[src/rtl/sdc_pkg.sv]
package sdc_pkg;
  localparam logic [7:0] A_NAME0     = 8'h00;
  localparam logic [7:0] A_NAME1     = 8'h01;
  localparam logic [7:0] A_VERSION   = 8'h02;
  localparam logic [7:0] A_MODE      = 8'h08;
  localparam logic [7:0] A_LED       = 8'h09;
  localparam logic [7:0] A_GPIO      = 8'h0a;
  localparam logic [7:0] A_APP_START = 8'h0c;
  localparam logic [7:0] A_APP_SIZE  = 8'h0d;
  localparam logic [7:0] A_FN_PTR    = 8'h10;
  localparam logic [7:0] A_SECRET    = 8'h20;
  localparam logic [7:0] A_UID_HI    = 8'h30;
  localparam logic [7:0] A_UID_LO    = 8'h31;
  localparam logic [7:0] A_SEED_ADDR = 8'h40;
  localparam logic [7:0] A_SEED_DATA = 8'h41;

  typedef struct packed {
    logic        wr;
    logic        rd;
    logic [7:0]  addr;
    logic [31:0] data;
  } bus_req_t;
endpackage

[src/rtl/sdc_sync.sv]
module sdc_sync #(
  parameter int WIDTH  = 2,
  parameter int STAGES = 2
) (
  input  logic             clk,
  input  logic             rst_n,
  input  logic [WIDTH-1:0] d,
  output logic [WIDTH-1:0] q
);
  logic [WIDTH-1:0] chain [STAGES];

  always_ff @(posedge clk) begin
    if (!rst_n) chain[0] <= '0;
    else        chain[0] <= d;
  end

  for (genvar s = 1; s < STAGES; s++) begin : g_stage
    always_ff @(posedge clk) begin
      if (!rst_n) chain[s] <= '0;
      else        chain[s] <= chain[s-1];
    end
  end

  assign q = chain[STAGES-1];
endmodule

[src/rtl/sdc_mode_lock.sv]
module sdc_mode_lock
  import sdc_pkg::*;
(
  input  logic     clk,
  input  logic     rst_n,
  input  bus_req_t req,
  output logic     app_mode
);
  logic mode_q;

  always_ff @(posedge clk) begin
    if (!rst_n)
      mode_q <= 1'b0;
    else if (req.wr && req.addr == A_MODE && !mode_q)
      mode_q <= 1'b1;
  end

  assign app_mode = mode_q;

  // once set, application mode holds until reset
  a_r2_mode_sticky: assert property (@(posedge clk) disable iff (!rst_n)
    app_mode |=> app_mode);

  // a mode-switch write in firmware mode enters application mode
  a_r2_mode_enter: assert property (@(posedge clk) disable iff (!rst_n)
    (req.wr && req.addr == A_MODE) |=> app_mode);
endmodule

[src/rtl/sdc_regs.sv]
module sdc_regs
  import sdc_pkg::*;
#(
  parameter int SECRET_WORDS = 8
) (
  input  logic                          clk,
  input  logic                          rst_n,
  input  bus_req_t                      req,
  input  logic                          locked,
  output logic [2:0]                    led,
  output logic [1:0]                    gpio_out,
  output logic [31:0]                   app_start,
  output logic [31:0]                   app_size,
  output logic [31:0]                   fn_ptr,
  output logic [SECRET_WORDS-1:0][31:0] secret,
  output logic [31:0]                   seed_addr,
  output logic [31:0]                   seed_data
);
  logic wr_open;
  assign wr_open = req.wr && !locked;

  always_ff @(posedge clk) begin
    if (!rst_n) begin
      led       <= '0;
      gpio_out  <= '0;
      seed_addr <= '0;
      seed_data <= '0;
    end else if (req.wr) begin
      if (req.addr == A_LED)       led       <= req.data[2:0];
      if (req.addr == A_GPIO)      gpio_out  <= req.data[3:2];
      if (req.addr == A_SEED_ADDR) seed_addr <= req.data;
      if (req.addr == A_SEED_DATA) seed_data <= req.data;
    end
  end

  always_ff @(posedge clk) begin
    if (!rst_n) begin
      app_start <= '0;
      app_size  <= '0;
      fn_ptr    <= '0;
    end else if (wr_open) begin
      if (req.addr == A_APP_START) app_start <= req.data;
      if (req.addr == A_APP_SIZE)  app_size  <= req.data;
      if (req.addr == A_FN_PTR)    fn_ptr    <= req.data;
    end
  end

  for (genvar i = 0; i < SECRET_WORDS; i++) begin : g_secret
    always_ff @(posedge clk) begin
      if (!rst_n)
        secret[i] <= '0;
      else if (wr_open && req.addr == 8'(A_SECRET + i))
        secret[i] <= req.data;
    end
  end

  // locked introspection registers stay frozen
  a_r5_locked_frozen: assert property (@(posedge clk) disable iff (!rst_n)
    locked |=> ($stable(app_start) && $stable(app_size) && $stable(fn_ptr)));

  // locked secret stays frozen
  a_r6_secret_frozen: assert property (@(posedge clk) disable iff (!rst_n)
    locked |=> $stable(secret));

  // LED follows the written bits
  a_r3_led_write: assert property (@(posedge clk) disable iff (!rst_n)
    (req.wr && req.addr == A_LED) |=> led == $past(req.data[2:0]));
endmodule

[src/rtl/secure_ctrl_regs.sv]
module secure_ctrl_regs
  import sdc_pkg::*;
#(
  parameter logic [31:0] NAME0        = 32'h746f6b6e,
  parameter logic [31:0] NAME1        = 32'h63746c31,
  parameter logic [31:0] VERSION      = 32'h00000003,
  parameter logic [63:0] UID          = 64'h0123_4567_89ab_cdef,
  parameter int          SECRET_WORDS = 8,
  parameter int          SYNC_STAGES  = 2
) (
  input  logic        clk,
  input  logic        rst_n,
  input  logic        cs,
  input  logic        we,
  input  logic [7:0]  addr,
  input  logic [31:0] wdata,
  output logic [31:0] rdata,
  output logic        app_mode,
  output logic [2:0]  led,
  input  logic [1:0]  gpio_in,
  output logic [1:0]  gpio_out,
  output logic [31:0] ram_addr_seed,
  output logic [31:0] ram_data_seed
);
  localparam int IDX_W = (SECRET_WORDS > 1) ? $clog2(SECRET_WORDS) : 1;

  bus_req_t req;
  assign req.wr   = cs && we;
  assign req.rd   = cs && !we;
  assign req.addr = addr;
  assign req.data = wdata;

  logic [1:0]                    gpio_sync;
  logic [31:0]                   app_start, app_size, fn_ptr;
  logic [SECRET_WORDS-1:0][31:0] secret;

  sdc_sync #(.WIDTH(2), .STAGES(SYNC_STAGES)) u_sync (
    .clk(clk), .rst_n(rst_n), .d(gpio_in), .q(gpio_sync)
  );

  sdc_mode_lock u_mode (
    .clk(clk), .rst_n(rst_n), .req(req), .app_mode(app_mode)
  );

  sdc_regs #(.SECRET_WORDS(SECRET_WORDS)) u_regs (
    .clk(clk), .rst_n(rst_n), .req(req), .locked(app_mode),
    .led(led), .gpio_out(gpio_out),
    .app_start(app_start), .app_size(app_size), .fn_ptr(fn_ptr),
    .secret(secret),
    .seed_addr(ram_addr_seed), .seed_data(ram_data_seed)
  );

  logic [7:0]       sec_off;
  logic             sec_hit;
  logic [IDX_W-1:0] sec_idx;
  logic [31:0]      rd_mux;

  assign sec_off = addr - A_SECRET;
  assign sec_hit = ({24'd0, sec_off} < 32'(SECRET_WORDS));
  assign sec_idx = IDX_W'(sec_off);

  always_comb begin
    rd_mux = '0;
    case (addr)
      A_NAME0:     rd_mux = NAME0;
      A_NAME1:     rd_mux = NAME1;
      A_VERSION:   rd_mux = VERSION;
      A_MODE:      rd_mux = {31'd0, app_mode};
      A_LED:       rd_mux = {29'd0, led};
      A_GPIO:      rd_mux = {28'd0, gpio_out, gpio_sync};
      A_APP_START: rd_mux = app_start;
      A_APP_SIZE:  rd_mux = app_size;
      A_FN_PTR:    rd_mux = fn_ptr;
      A_UID_HI:    rd_mux = UID[63:32];
      A_UID_LO:    rd_mux = UID[31:0];
      default:     if (sec_hit) rd_mux = secret[sec_idx];
    endcase
  end

  always_ff @(posedge clk) begin
    if (!rst_n)      rdata <= '0;
    else if (req.rd) rdata <= rd_mux;
    else             rdata <= '0;
  end

  // no read, no data
  a_r10_idle_zero: assert property (@(posedge clk) disable iff (!rst_n)
    !req.rd |=> rdata == '0);

  // seed registers never appear on the bus
  a_r8_seed_hidden: assert property (@(posedge clk) disable iff (!rst_n)
    (req.rd && (addr == A_SEED_ADDR || addr == A_SEED_DATA)) |=> rdata == '0);

  // output pins follow a GPIO write
  a_r4_gpio_out: assert property (@(posedge clk) disable iff (!rst_n)
    (req.wr && addr == A_GPIO) |=> gpio_out == $past(wdata[3:2]));
endmodule

[config.mk]
export PLATFORM = sky130hd
export DESIGN_NAME = secure_ctrl_regs
export DESIGN_NICKNAME = d
export VERILOG_FILES = /design/src/rtl/sdc_pkg.sv /design/src/rtl/sdc_sync.sv /design/src/rtl/sdc_mode_lock.sv /design/src/rtl/sdc_regs.sv /design/src/rtl/secure_ctrl_regs.sv
export SDC_FILE = /design/constraint.sdc
export NUM_CORES = 1
export LEC_CHECK = 0
export BUFFER_PORTS_ARGS = -buffer_cell sky130_fd_sc_hd__buf_2
export CAP_MARGIN = 20
export CORE_MARGIN = 2
export CORE_UTILIZATION = 25
export DETAILED_ROUTE_END_ITERATION = 10
export HOLD_SLACK_MARGIN = 0.1
export PLACE_DENSITY = 0.43
export SYNTH_ARGS = -nofsm -noshare
export SYNTH_HDL_FRONTEND = slang
export SYNTH_SLANG_ARGS = --single-unit
[constraint.sdc]
create_clock -name clk -period 3.85 [get_ports clk]
set_input_delay 0.1925 -clock clk [delete_from_list [all_inputs] [get_ports clk]]
set_output_delay 0.1925 -clock clk [all_outputs]
set_load 0.02 [all_outputs]
==> qor.txt <==
status = finished clean
worst reg2reg endpoint = u_regs.secret[142]
clk_skew = 0.0149 ns
final setup violation count = 0
sw power = 2.42 mW
Distinct cells, synth = 52
GRT Resource Usage Total = 17.0%
max-capacitance violation count = 0
commonest non-fill, non-tap cell in the layout = nand2_1
Mapped Nets = 2,349
CP max stage cell = or3_1
first-pass GRT wire length = 105,000 µm
crit path max fanout = 20
critical-path cell list = and3b_1, nand4_1, or3_1, buf_4, nand2_1, a21boi_0
Reg2Reg Depth = 6
Slew HR = 14.1%
crit-path max cell delay = 0.72 ns
number of global-route vias before repair = 16,400
design area = 23,600 µm²
Remaining DRCs = 0
Int Pwr = 7.95 mW
drt via density = 4.71
FF+latch area = 9170 µm²
FILL cells = 8,263
multi-input logic area = 9680 µm²
power share of the clock group = 49.6%
drt wl/cell = 20.3 µm
EDFF count, synth = 0
Core ar. = 78,600 µm²
worst reg-to-reg setup slack = 1.25 ns
cell depth of the worst hold path = 5
dpl cell area = 21,400 µm²
postcts setup bufs = 0
P&R area growth vs syn = 19.2%
asr flop ratio synth = 0%
via count = 16,300
Post-DP HPWL = 43,100 µm
post-synthesis register bit count = 458
final core utilization = 30.0%
share of cells above drive strength 1 = 15.7%
die width = 285 µm
detailed-route wire length = 70,300 µm
pre-CTS WS = 1.14 ns
reg2reg start = u_mode.app_mode
Final TNS setup = 0 ns
Slew Viols, Final = 0
CP startpoint kind = flop
min-delay worst type = in2reg
VDD IR max = 0.292 mV
Worst Setup Path Type = reg2reg
CTS Buf Count = 54
Primary FF master, synth = dfxtp_1
period utilisation layout = 67.6%
Max clock buf depth = 3
final RePlAce weighted congestion = 0.853
Worst-Margin Slew = 1.29 ns
worst setup margin = 1.25 ns
fin crit period = 2.60 ns
syn avg cell area = 8.58 µm²
I/O Pins = 148
initial DRC count = 1,206
later-pin clock latency in the skew report = 0.61 ns
initial antenna violation count = 2
Fin. Hold Viols = 0
worst path arrival time = 3.09 ns
endpoint of the worst hold path = u_regs.gpio_out[1]
post-route ant nets = 0
Hold Crit Start = cs
clock slew at reported path FFs = 0.06 ns
Synth Cell Area = 19,800 µm²
std cell rows = 103
drt first pass iters = 5
switch share = 23.3%
Die ar. = 81,300 µm²
RSZ-0062 raised after global routing = no
starting density of the core = 25.1%
fmax = 384 MHz
pwr/cell area = 440 nW/µm²
register share of total power = 45.8%
I/O Buffers = 147
CP endpoint kind = flop
Syn Inst Count = 2,301
Final Net Count = 2,423
static leakage = 7.89 nW
post-synthesis sequential area ratio = 46.4%
CTS sink count = 458
H-tree levels = 2
most frequent cells in the layout = nand2_1 (889), dfxtp_1 (458), a21boi_0 (376)
largest net degree at the start of global routing = 267
Yosys warnings = 0
combinational power share = 4.5%
CTS root buf = clkbuf_16
CTS tree = built
GRT overflow = 0
WP data required = 4.33 ns
Die Height = 285 µm
==> metrics by stage <==
step	total power, mW	hold slack [ns]	std cells
after detailed placement	5.30	0.413	3328
after global routing	10.8	0.141	3467
final	10.4	0.164	3469
after floorplan	5.11	0.320	2301
after global placement	5.29	0.406	3328
after CTS	10.5	0.106	3467
==> layer usage <==
layer	track usage (%)	share of wire (%)
met3	2.81	6.2
met4	4.42	2.1
met2	26.9	44
met1	24.0	47
met5	0	0
==> sequential cells by signal, summed over array words and instances, names as in the netlist <==
name,cells
u_regs.gpio_out,2
u_regs.seed_addr,32
u_regs.fn_ptr,32
u_regs.app_start,32
rdata,32
u_mode.app_mode,1
u_regs.app_size,32
u_regs.secret,256
u_regs.led,3
u_regs.seed_data,32
u_sync.chain,4
==> timing repair <==
item / in CTS / in global routing
gates resized for setup: 0 / 0
endpoints found under the hold margin: 425 / 0
hold buffers: 41 / 0
==> cell usage after synthesis, drive strengths merged (3+ instances only) <==
cell type | instances | area, µm²
a31oi | 24 | 150
mux2i | 24 | 240
buf | 62 | 314
a21boi | 423 | 3180
nor3 | 8 | 45.0
nor2 | 30 | 113
inv | 5 | 18.8
a22o | 7 | 61.3
o21ai | 20 | 100
nor4 | 4 | 52.6
o221a | 8 | 90.1
and2 | 11 | 68.8
nand3 | 11 | 55.1
or2 | 3 | 18.8
dfxtp | 458 | 9170
mux2 | 11 | 124
clkbuf | 157 | 589
a21oi | 15 | 75.1
a22oi | 27 | 203
mux4 | 63 | 1420
nor2b | 9 | 56.3
nand2 | 889 | 3340
==> how the worst max path moves through the flow <==
stage               startpoint  slack (ns)              endpoint  cells after the start
2_1_floorplan  u_mode.app_mode        1.88    u_regs.secret[193]                      8
4_1_cts        u_mode.app_mode        1.26   u_regs.app_size[15]                      6
5_1_grt        u_mode.app_mode        1.10  u_regs.app_start[20]                      6
6_report       u_mode.app_mode        1.25    u_regs.secret[142]                      6
3_5_place_dp           addr[1]        1.14     u_regs.secret[90]                      7
3_3_place_gp           addr[1]        1.18     u_regs.secret[92]                      7
==> critical path: cells and delay by family, from the launching register on <==
| kind | cells | cell delay, ns |
|---|---|---|
| AO/OA/AOI/OAI | 1 | 0.08 |
| flip-flops | 1 | 0.33 |
| buffers and inverters | 1 | 0.35 |
| AND/OR/NAND/NOR | 4 | 1.71 |
==> power groups by stage <==
stage	Clock (mW)	Sequential, mW	Combinational, mW
global route	5.52	4.75	0.502
detailed placement	0	4.85	0.444
floorplan	0	4.85	0.261
CTS	5.32	4.75	0.475
global placement	0	4.85	0.440
finish	5.14	4.75	0.471
==> kinds of logic (layout without fill, tap and decap cells) <==
group           Yosys count  count (layout)  share of synthesized area [%]
simple gates            983             983                           19.7
compound gates          534             534                           20.0
flops                   458             458                           46.4
fa+ha+maj                 2               2                          0.127
mux                      98              98                           9.03
xor+xnor                  2               2                         0.0887
other cells               0               2                              0
buf+inv                 224             340                           4.67
==> cell type report <==
type	instances	share of cell area, %
clock buffer	81	6.89
clock inverter	17	0.691
timing repair buffer	237	6.70
sequential	458	38.9
inverter	5	0.0797
multi-input combinational	1619	41.1
tap	1050	5.58
antenna	2	0.0213
Note: power is estimated with default switching activity, not from simulation.
